$ cat config.mk
export PLATFORM = sky130hd
export DESIGN_NAME = lat_scoreboard
export DESIGN_NICKNAME = d
export VERILOG_FILES = /design/src/rtl/lat_sb_pkg.sv /design/src/rtl/lat_scoreboard_dp.sv /design/src/rtl/lat_scoreboard_ctrl.sv /design/src/rtl/lat_scoreboard.sv
export SDC_FILE = /design/constraint.sdc
export NUM_CORES = 1
export LEC_CHECK = 0
export BUFFER_PORTS_ARGS = -buffer_cell sky130_fd_sc_hd__buf_2
export CORE_ASPECT_RATIO = 0.75
export CORE_MARGIN = 2
export CORE_UTILIZATION = 50
export DETAILED_ROUTE_END_ITERATION = 6
export PLACE_DENSITY = 0.69
export SYNTH_ARGS = -nofsm -noshare
export SYNTH_HDL_FRONTEND = slang
export SYNTH_HIERARCHICAL = 1
export SYNTH_SLANG_ARGS = --single-unit
export TNS_END_PERCENT = 100
$ cat constraint.sdc
create_clock -name clk -period 5.8 [get_ports clk]
set_input_delay 1.16 -clock clk [delete_from_list [all_inputs] [get_ports clk]]
set_output_delay 1.16 -clock clk [all_outputs]
set_load 0.05 [all_outputs]
$ cat src/rtl/lat_sb_pkg.sv
package lat_sb_pkg;
  localparam int LAT_W = 7;
  localparam int NUM_UNITS = 3;

  typedef enum logic [4:0] {
    CL_INT = 5'd0, CL_LOAD = 5'd1, CL_FPLOAD = 5'd2, CL_FPOP = 5'd3,
    CL_FPCMP = 5'd4, CL_CMPREG = 5'd5, CL_RECCMP = 5'd6, CL_MULS = 5'd7,
    CL_MULL = 5'd8, CL_DIVW = 5'd9, CL_DIVD = 5'd10, CL_FDIV = 5'd11,
    CL_FSQRT = 5'd12, CL_VSIMP = 5'd13, CL_VCPLX = 5'd14, CL_VFLT = 5'd15,
    CL_VPERM = 5'd16, CL_VLOAD = 5'd17, CL_BRANCH = 5'd18, CL_CRLOG = 5'd19,
    CL_VSTORE = 5'd20
  } opClass_t;

  typedef enum logic [1:0] {
    UNIT_NONE = 2'd0, UNIT_IU1 = 2'd1, UNIT_IU2 = 2'd2, UNIT_FPU = 2'd3
  } unit_t;

  typedef struct packed {
    logic             regWr;
    logic             unitLoad;
    unit_t            unitSel;
    logic [LAT_W-1:0] occLoad;
  } sbStrobe_t;

  function automatic logic [LAT_W-1:0] baseLat(input opClass_t c);
    case (c)
      CL_LOAD:   return LAT_W'(4);
      CL_FPLOAD: return LAT_W'(6);
      CL_FPOP:   return LAT_W'(6);
      CL_FPCMP:  return LAT_W'(5);
      CL_CMPREG: return LAT_W'(3);
      CL_MULS:   return LAT_W'(5);
      CL_MULL:   return LAT_W'(7);
      CL_DIVW:   return LAT_W'(36);
      CL_DIVD:   return LAT_W'(68);
      CL_FDIV:   return LAT_W'(33);
      CL_FSQRT:  return LAT_W'(40);
      CL_VCPLX:  return LAT_W'(5);
      CL_VFLT:   return LAT_W'(8);
      CL_VLOAD:  return LAT_W'(6);
      default:   return LAT_W'(2);
    endcase
  endfunction

  // Pairwise producer/consumer latency, falling back to the producer default.
  function automatic logic [LAT_W-1:0] effLat(input opClass_t p, input opClass_t c);
    logic [LAT_W-1:0] lat;
    lat = baseLat(p);
    if (p == CL_RECCMP && (c == CL_BRANCH || c == CL_CRLOG)) lat = LAT_W'(4);
    if (c == CL_VPERM) begin
      case (p)
        CL_VSIMP: lat = LAT_W'(3);
        CL_VCPLX: lat = LAT_W'(6);
        CL_VFLT:  lat = LAT_W'(9);
        CL_VLOAD: lat = LAT_W'(4);
        default:  ;
      endcase
    end
    if (c == CL_VSTORE) begin
      case (p)
        CL_VSIMP, CL_VPERM: lat = LAT_W'(4);
        CL_VCPLX:           lat = LAT_W'(7);
        CL_VFLT:            lat = LAT_W'(10);
        default:            ;
      endcase
    end
    return lat;
  endfunction

  function automatic unit_t unitOf(input opClass_t c);
    case (c)
      CL_INT, CL_CMPREG, CL_RECCMP, CL_MULS, CL_MULL: return UNIT_IU1;
      CL_DIVW, CL_DIVD:                                return UNIT_IU2;
      CL_FPOP, CL_FPCMP, CL_FDIV, CL_FSQRT:            return UNIT_FPU;
      default:                                         return UNIT_NONE;
    endcase
  endfunction

  function automatic logic [LAT_W-1:0] occOf(input opClass_t c);
    case (c)
      CL_MULS:  return LAT_W'(4);
      CL_MULL:  return LAT_W'(6);
      CL_DIVW:  return LAT_W'(35);
      CL_DIVD:  return LAT_W'(67);
      CL_FDIV:  return LAT_W'(28);
      CL_FSQRT: return LAT_W'(35);
      default:  return LAT_W'(1);
    endcase
  endfunction
endpackage

$ cat src/rtl/lat_scoreboard_dp.sv
module lat_scoreboard_dp
  import lat_sb_pkg::*;
#(
  parameter int NUM_REGS = 32,
  parameter int TAG_W    = $clog2(NUM_REGS)
) (
  input  logic                 clk,
  input  logic                 rst_n,
  input  sbStrobe_t            strobe,
  input  logic [TAG_W-1:0]     dstTag,
  input  opClass_t             opClass,
  input  logic [TAG_W-1:0]     src0Tag,
  input  logic [TAG_W-1:0]     src1Tag,
  output logic [LAT_W-1:0]     src0Age,
  output opClass_t             src0Cls,
  output logic [LAT_W-1:0]     src1Age,
  output opClass_t             src1Cls,
  output logic [NUM_UNITS-1:0] unitBusy
);
  localparam logic [LAT_W-1:0] AGE_MAX = '1;

  logic [LAT_W-1:0] age [NUM_REGS];
  opClass_t         cls [NUM_REGS];
  logic [LAT_W-1:0] busyCnt [NUM_UNITS];

  // Per-register age since the latest accepted producer, saturating.
  for (genvar r = 0; r < NUM_REGS; r++) begin : g_reg
    always_ff @(posedge clk) begin
      if (!rst_n) begin
        age[r] <= AGE_MAX;
        cls[r] <= CL_INT;
      end else if (strobe.regWr && dstTag == TAG_W'(r)) begin
        age[r] <= LAT_W'(1);
        cls[r] <= opClass;
      end else if (age[r] != AGE_MAX) begin
        age[r] <= age[r] + LAT_W'(1);
      end
    end
  end

  // Per-unit occupancy countdown.
  for (genvar u = 0; u < NUM_UNITS; u++) begin : g_unit
    always_ff @(posedge clk) begin
      if (!rst_n) begin
        busyCnt[u] <= '0;
      end else if (strobe.unitLoad && strobe.unitSel == unit_t'(u + 1)) begin
        busyCnt[u] <= strobe.occLoad;
      end else if (busyCnt[u] != '0) begin
        busyCnt[u] <= busyCnt[u] - LAT_W'(1);
      end
    end
    assign unitBusy[u] = |busyCnt[u];
  end

  assign src0Age = age[src0Tag];
  assign src0Cls = cls[src0Tag];
  assign src1Age = age[src1Tag];
  assign src1Cls = cls[src1Tag];
endmodule

$ cat src/rtl/lat_scoreboard_ctrl.sv
module lat_scoreboard_ctrl
  import lat_sb_pkg::*;
(
  input  logic                 issueValid,
  input  opClass_t             opClass,
  input  logic                 dstValid,
  input  logic                 src0Valid,
  input  logic                 src1Valid,
  input  logic [LAT_W-1:0]     src0Age,
  input  opClass_t             src0Cls,
  input  logic [LAT_W-1:0]     src1Age,
  input  opClass_t             src1Cls,
  input  logic [NUM_UNITS-1:0] unitBusy,
  output logic                 stall,
  output sbStrobe_t            strobe
);
  logic             src0Ok, src1Ok, busyHit, accept;
  unit_t            tgtUnit;
  logic [NUM_UNITS:0] busyExt;
  logic [LAT_W-1:0] occ;

  always_comb begin
    tgtUnit = unitOf(opClass);
    occ     = occOf(opClass);
    busyExt = {unitBusy, 1'b0};
    busyHit = busyExt[tgtUnit];
    src0Ok  = !src0Valid || (src0Age >= effLat(src0Cls, opClass));
    src1Ok  = !src1Valid || (src1Age >= effLat(src1Cls, opClass));
    stall   = issueValid && (!src0Ok || !src1Ok || busyHit);
    accept  = issueValid && !stall;

    strobe.regWr    = accept && dstValid;
    strobe.unitLoad = accept && (tgtUnit != UNIT_NONE) && (occ > LAT_W'(1));
    strobe.unitSel  = tgtUnit;
    strobe.occLoad  = occ - LAT_W'(1);
  end
endmodule

$ cat src/rtl/lat_scoreboard.sv
module lat_scoreboard
  import lat_sb_pkg::*;
#(
  parameter int NUM_REGS = 32,
  parameter int TAG_W    = $clog2(NUM_REGS)
) (
  input  logic             clk,
  input  logic             rst_n,
  input  logic             issueValid,
  input  logic [4:0]       opClass,
  input  logic             dstValid,
  input  logic [TAG_W-1:0] dstTag,
  input  logic             src0Valid,
  input  logic [TAG_W-1:0] src0Tag,
  input  logic             src1Valid,
  input  logic [TAG_W-1:0] src1Tag,
  output logic             stall
);
  sbStrobe_t            strobe;
  opClass_t             opCls;
  logic [LAT_W-1:0]     src0Age, src1Age;
  opClass_t             src0Cls, src1Cls;
  logic [NUM_UNITS-1:0] unitBusy;

  assign opCls = opClass_t'(opClass);

  lat_scoreboard_dp #(.NUM_REGS(NUM_REGS), .TAG_W(TAG_W)) u_dp (
    .clk(clk), .rst_n(rst_n), .strobe(strobe), .dstTag(dstTag),
    .opClass(opCls), .src0Tag(src0Tag), .src1Tag(src1Tag),
    .src0Age(src0Age), .src0Cls(src0Cls), .src1Age(src1Age),
    .src1Cls(src1Cls), .unitBusy(unitBusy)
  );

  lat_scoreboard_ctrl u_ctrl (
    .issueValid(issueValid), .opClass(opCls), .dstValid(dstValid),
    .src0Valid(src0Valid), .src1Valid(src1Valid),
    .src0Age(src0Age), .src0Cls(src0Cls), .src1Age(src1Age),
    .src1Cls(src1Cls), .unitBusy(unitBusy), .stall(stall), .strobe(strobe)
  );
endmodule

==> summary.md <==
| Metric | Value |
|---|---|
| Endpoint type of the worst setup path | `output port` |
| DRT iter0 DRCs | `2367` |
| DR vias/cell | `6.25` |
| R2R cell count | `28` |
| Crit-path max cell delay | `0.31 ns` |
| Placed insts | `3363` |
| GR Util All Layers | `29.7%` |
| Worst Tran Pin Value | `1.04 ns` |
| Clock tree buffer depth | `3` |
| Worst Hold Class | `reg -> reg` |
| Final Core Density | `59.5%` |
| WL met2 | `37.1 mm` |
| Die area | `56000 µm²` |
| Fin nets | `2817` |
| GPL Wtd Cong | `0.965` |
| CP Class | `in -> out` |
| Tmin final | `6.14 ns` |
| Ys async rst share | `0%` |
| Yosys warning count | `6` |
| CTS root buffer | `clkbuf_16` |
| Largest net degree at the start of global routing | `39` |
| Crit Path Max Fanout | `5` |
| Critical Path RT | `4.64 ns` |
| Post-DRT Antenna Nets | `0` |
| Relative slew margins | `30.6%` |
| RR Startpoint | `u_dp/cls[2][1]` |
| Critical-path cell list | `buf_12, nor2b_4, buf_6, a22o_4, nor3_4, a31oi_1, nand3_1, buf_6, inv_4, ha_4, nor3_4, a2111oi_4, o21bai_4, a221o_2, a221oi_2, ha_1, a21o_1, a31oi_2, o2111ai_2, o2111ai_2, buf_4, and2_4, buf_8` |
| Pleak | `12.4 nW` |
| Setup WS pre-CTS | `-0.633 ns` |
| Mean area per synthesized cell | `10.6 µm²` |
| CTS H-tree lvls | `2` |
| Final Cycle Share | `106%` |
| Yosys reg bits | `405` |
| Synth-to-Final Area Change | `17.0%` |
| Post-Syn Area | `27100 µm²` |
| Cell area power density | `412 nW/µm²` |
| Met3 wire length | `7.91 mm` |
| DR top layer | `met5` |
| Final hold violation count | `0` |
| Status | `complete, but fails checks` |
| Failing checks | `negative setup slack` |
| Critical path's slowest cell | `a221o_2` |
| Cts hold-fix bufs | `0` |
| Final setup viols | `1` |
| CTS clk-pin slew, worst paths | `0.06 ns` |
| CP startpoint kind | `input port` |
| Initial antenna violation count | `5` |
| Syn_nets | `2639` |
| Clk sink count | `405` |
| Delay-heaviest family, CP | `compound AO/OA/AOI/OAI gates` |
| Slew Viols, Final | `0` |
| Setup_tns | `-0.339 ns` |
| Post-synthesis cell count | `2542` |
| Num rows | `73` |
| Clock latency on the worst-skew pair | `0.60 ns` |
| TritonCTS clock tree | `yes` |
| Number of enable flip-flop cells after synthesis | `405` |
| Crit path buf inv count | `6` |
| Total routed wirelength | `84.2 mm` |
| Hold Path End | `u_dp/busyCnt[0][0]` |
| Post-DP HPWL | `62.6 mm` |
| Hold Startpoint | `u_dp/busyCnt[0][0]` |
| Worst R2R End | `u_dp/age[30][1]` |
| # Max-Cap Violations | `0` |
| Top_reg_cell synth | `edfxtp_1` |
| Die W | `273 µm` |
| Wire per inst | `24.3 µm` |
| Final clock skew | `0.0297 ns` |
| Number of global-route vias before repair | `20.8k` |
| Post-route DRC violation count | `0` |
| Met1 Wirelength | `37.3 mm` |
| Core ar. | `53200 µm²` |
| Cells on Worst Hold Path | `1` |
| Die Height | `206 µm` |
| Ports | `27` |
| Flop-to-flop setup slack | `0.60 ns` |
| # port buffers | `26` |
| CTS buffer count | `44` |
| Sequential fraction of the synthesis area | `44.9%` |
| Fmax | `163 MHz` |
| Worst IR Drop VDD | `0.000304 V` |
| CP arrival | `4.98 ns` |
| Initial Util | `50.8%` |
| Vias after detailed routing | `21.7k` |
| GRT Residual Overflow | `0` |
| Final Worst Setup Slack | `-0.339 ns` |
| Pre-antenna DRT Iters | `5` |
| Final std cells w/o fill | `3468` |
| Unrepaired setup endpoints after global routing | `true` |
| First-pass GRT wire length | `126 mm` |
| Distinct cell type count after synthesis | `73` |
| Share of cells above drive strength 1 | `19.1%` |
-- synth_stat cells (15+ instances only) --
cell      count  share of area, %
edfxtp_1    405                45
o21ai_0      29              0.54
nand4_1      59               1.4
a311oi_1     29              0.94
buf_2        60               1.1
ha_1         71               3.3
and3_1       56               1.3
nor2b_1      29              0.67
a22o_1       45               1.5
o21ai_2      28              0.91
xor2_1       41               1.3
a22oi_1     100               2.8
a21oi_1     222               4.1
inv_1        63              0.87
nand3_1     103               1.9
nand2_1     140               1.9
nor2b_2      15              0.49
or2_2        33              0.76
nor2_1      100               1.4
and2_1      166               3.8
mux2i_1     387                14
clkbuf_1     46              0.64
nor3_1       33              0.61
xnor2_1     102               3.3
a31oi_1      28              0.65
buf_4        36               1.0
-- metal layers --
layer  vias up  GRT usage (%)
met5         -              0
met4         4           8.36
met3       141           6.62
met2       973           45.1
met1     10700           42.7
li1       9884              -
-- cells in the final DEF, fill, tap and decap left out, types with 14 or more instances in the layout --
| cell | n |
|---|---|
| nand3_1 | 96 |
| nor2b_1 | 23 |
| a22o_1 | 44 |
| mux2i_1 | 387 |
| and3_1 | 56 |
| a31oi_1 | 22 |
| nor2_1 | 93 |
| nor2b_2 | 18 |
| a21oi_1 | 220 |
| buf_4 | 233 |
| ha_1 | 65 |
| buf_2 | 21 |
| buf_6 | 19 |
| inv_1 | 59 |
| and2_1 | 163 |
| xnor2_1 | 102 |
| o21ai_0 | 22 |
| or2_4 | 14 |
| edfxtp_1 | 405 |
| nand4_1 | 59 |
| or2_2 | 22 |
| clkbuf_16 | 45 |
| a22oi_1 | 91 |
| nand2_1 | 139 |
| nor3_1 | 24 |
| o21ai_2 | 17 |
| xor2_1 | 41 |
| a311oi_1 | 29 |
-- layout make-up --
cell class / instances / area (µm²)
flip-flops and latches: 405 / 12200
repair buffers: 293 / 2520
inverters: 64 / 245
multi-input cells: 1912 / 14400
well taps: 712 / 891
diodes: 3 / 7.51
clock inverters: 29 / 324
fillers: 4405 / 21600
clock buffers: 50 / 1140
-- report_power, final --
group | switching, W | leakage (nW) | internal, W
Combinational | 0.00257 | 7.84 | 0.00221
Clock | 0.00122 | 0.708 | 0.00173
Sequential | 0.000976 | 3.85 | 0.00434
-- cells by family after synthesis --
family	after synthesis	share of synthesized area, %
mux	390	14.5
buf+inv	226	4.13
xor+xnor	143	4.63
fa+ha+maj	71	3.28
compound gates	518	12.6
simple gates	789	15.9
flops	405	44.9
-- worst max-delay path by stage --
| stage | from | end | slack, ns | cells after the start |
|---|---|---|---|---|
| floorplan | src0Tag[1] | u_dp/age[3][0] | 0.006 | 23 |
| global placement | src1Tag[1] | stall | -0.56 | 22 |
| detailed placement | src1Tag[1] | stall | -0.63 | 21 |
| CTS | src1Tag[1] | stall | -0.27 | 22 |
| global route | src1Tag[1] | stall | -0.50 | 20 |
| finish | src1Tag[0] | stall | -0.34 | 23 |
-- sequential cells by signal, indices dropped and copies added (netlist names) --
name          cells
u_dp/busyCnt     21
u_dp/cls        160
u_dp/age        224
-- worst reg2reg max path: cells and delay by family, from the launching register on --
kind | cells | cell delay (ns)
AO/OA/AOI/OAI | 7 | 0.97
adder cells (fa/ha/maj) | 2 | 0.48
buffers and inverters | 9 | 1.26
flip-flops | 1 | 0.39
multiplexers | 1 | 0.12
AND/OR/NAND/NOR | 9 | 1.71
-- timing repair --
item	in CTS	in global routing
gates cloned	5	1
hold endpoints to repair	0	0
gates resized for setup	60	49
endpoints found under the setup margin	1	569
buffers inserted	15	3
pin swaps	27	23
-- metrics by stage --
stage	hold WS [ns]	power, W	cell area (µm²)
after floorplan	0.578	0.00855	27300
after CTS	0.627	0.0130	31400
after global placement	0.611	0.00966	29400
after detailed placement	0.614	0.00992	29400
after global routing	0.651	0.0138	31700
final	0.619	0.0130	31700
(Power assumes the default switching activity.)
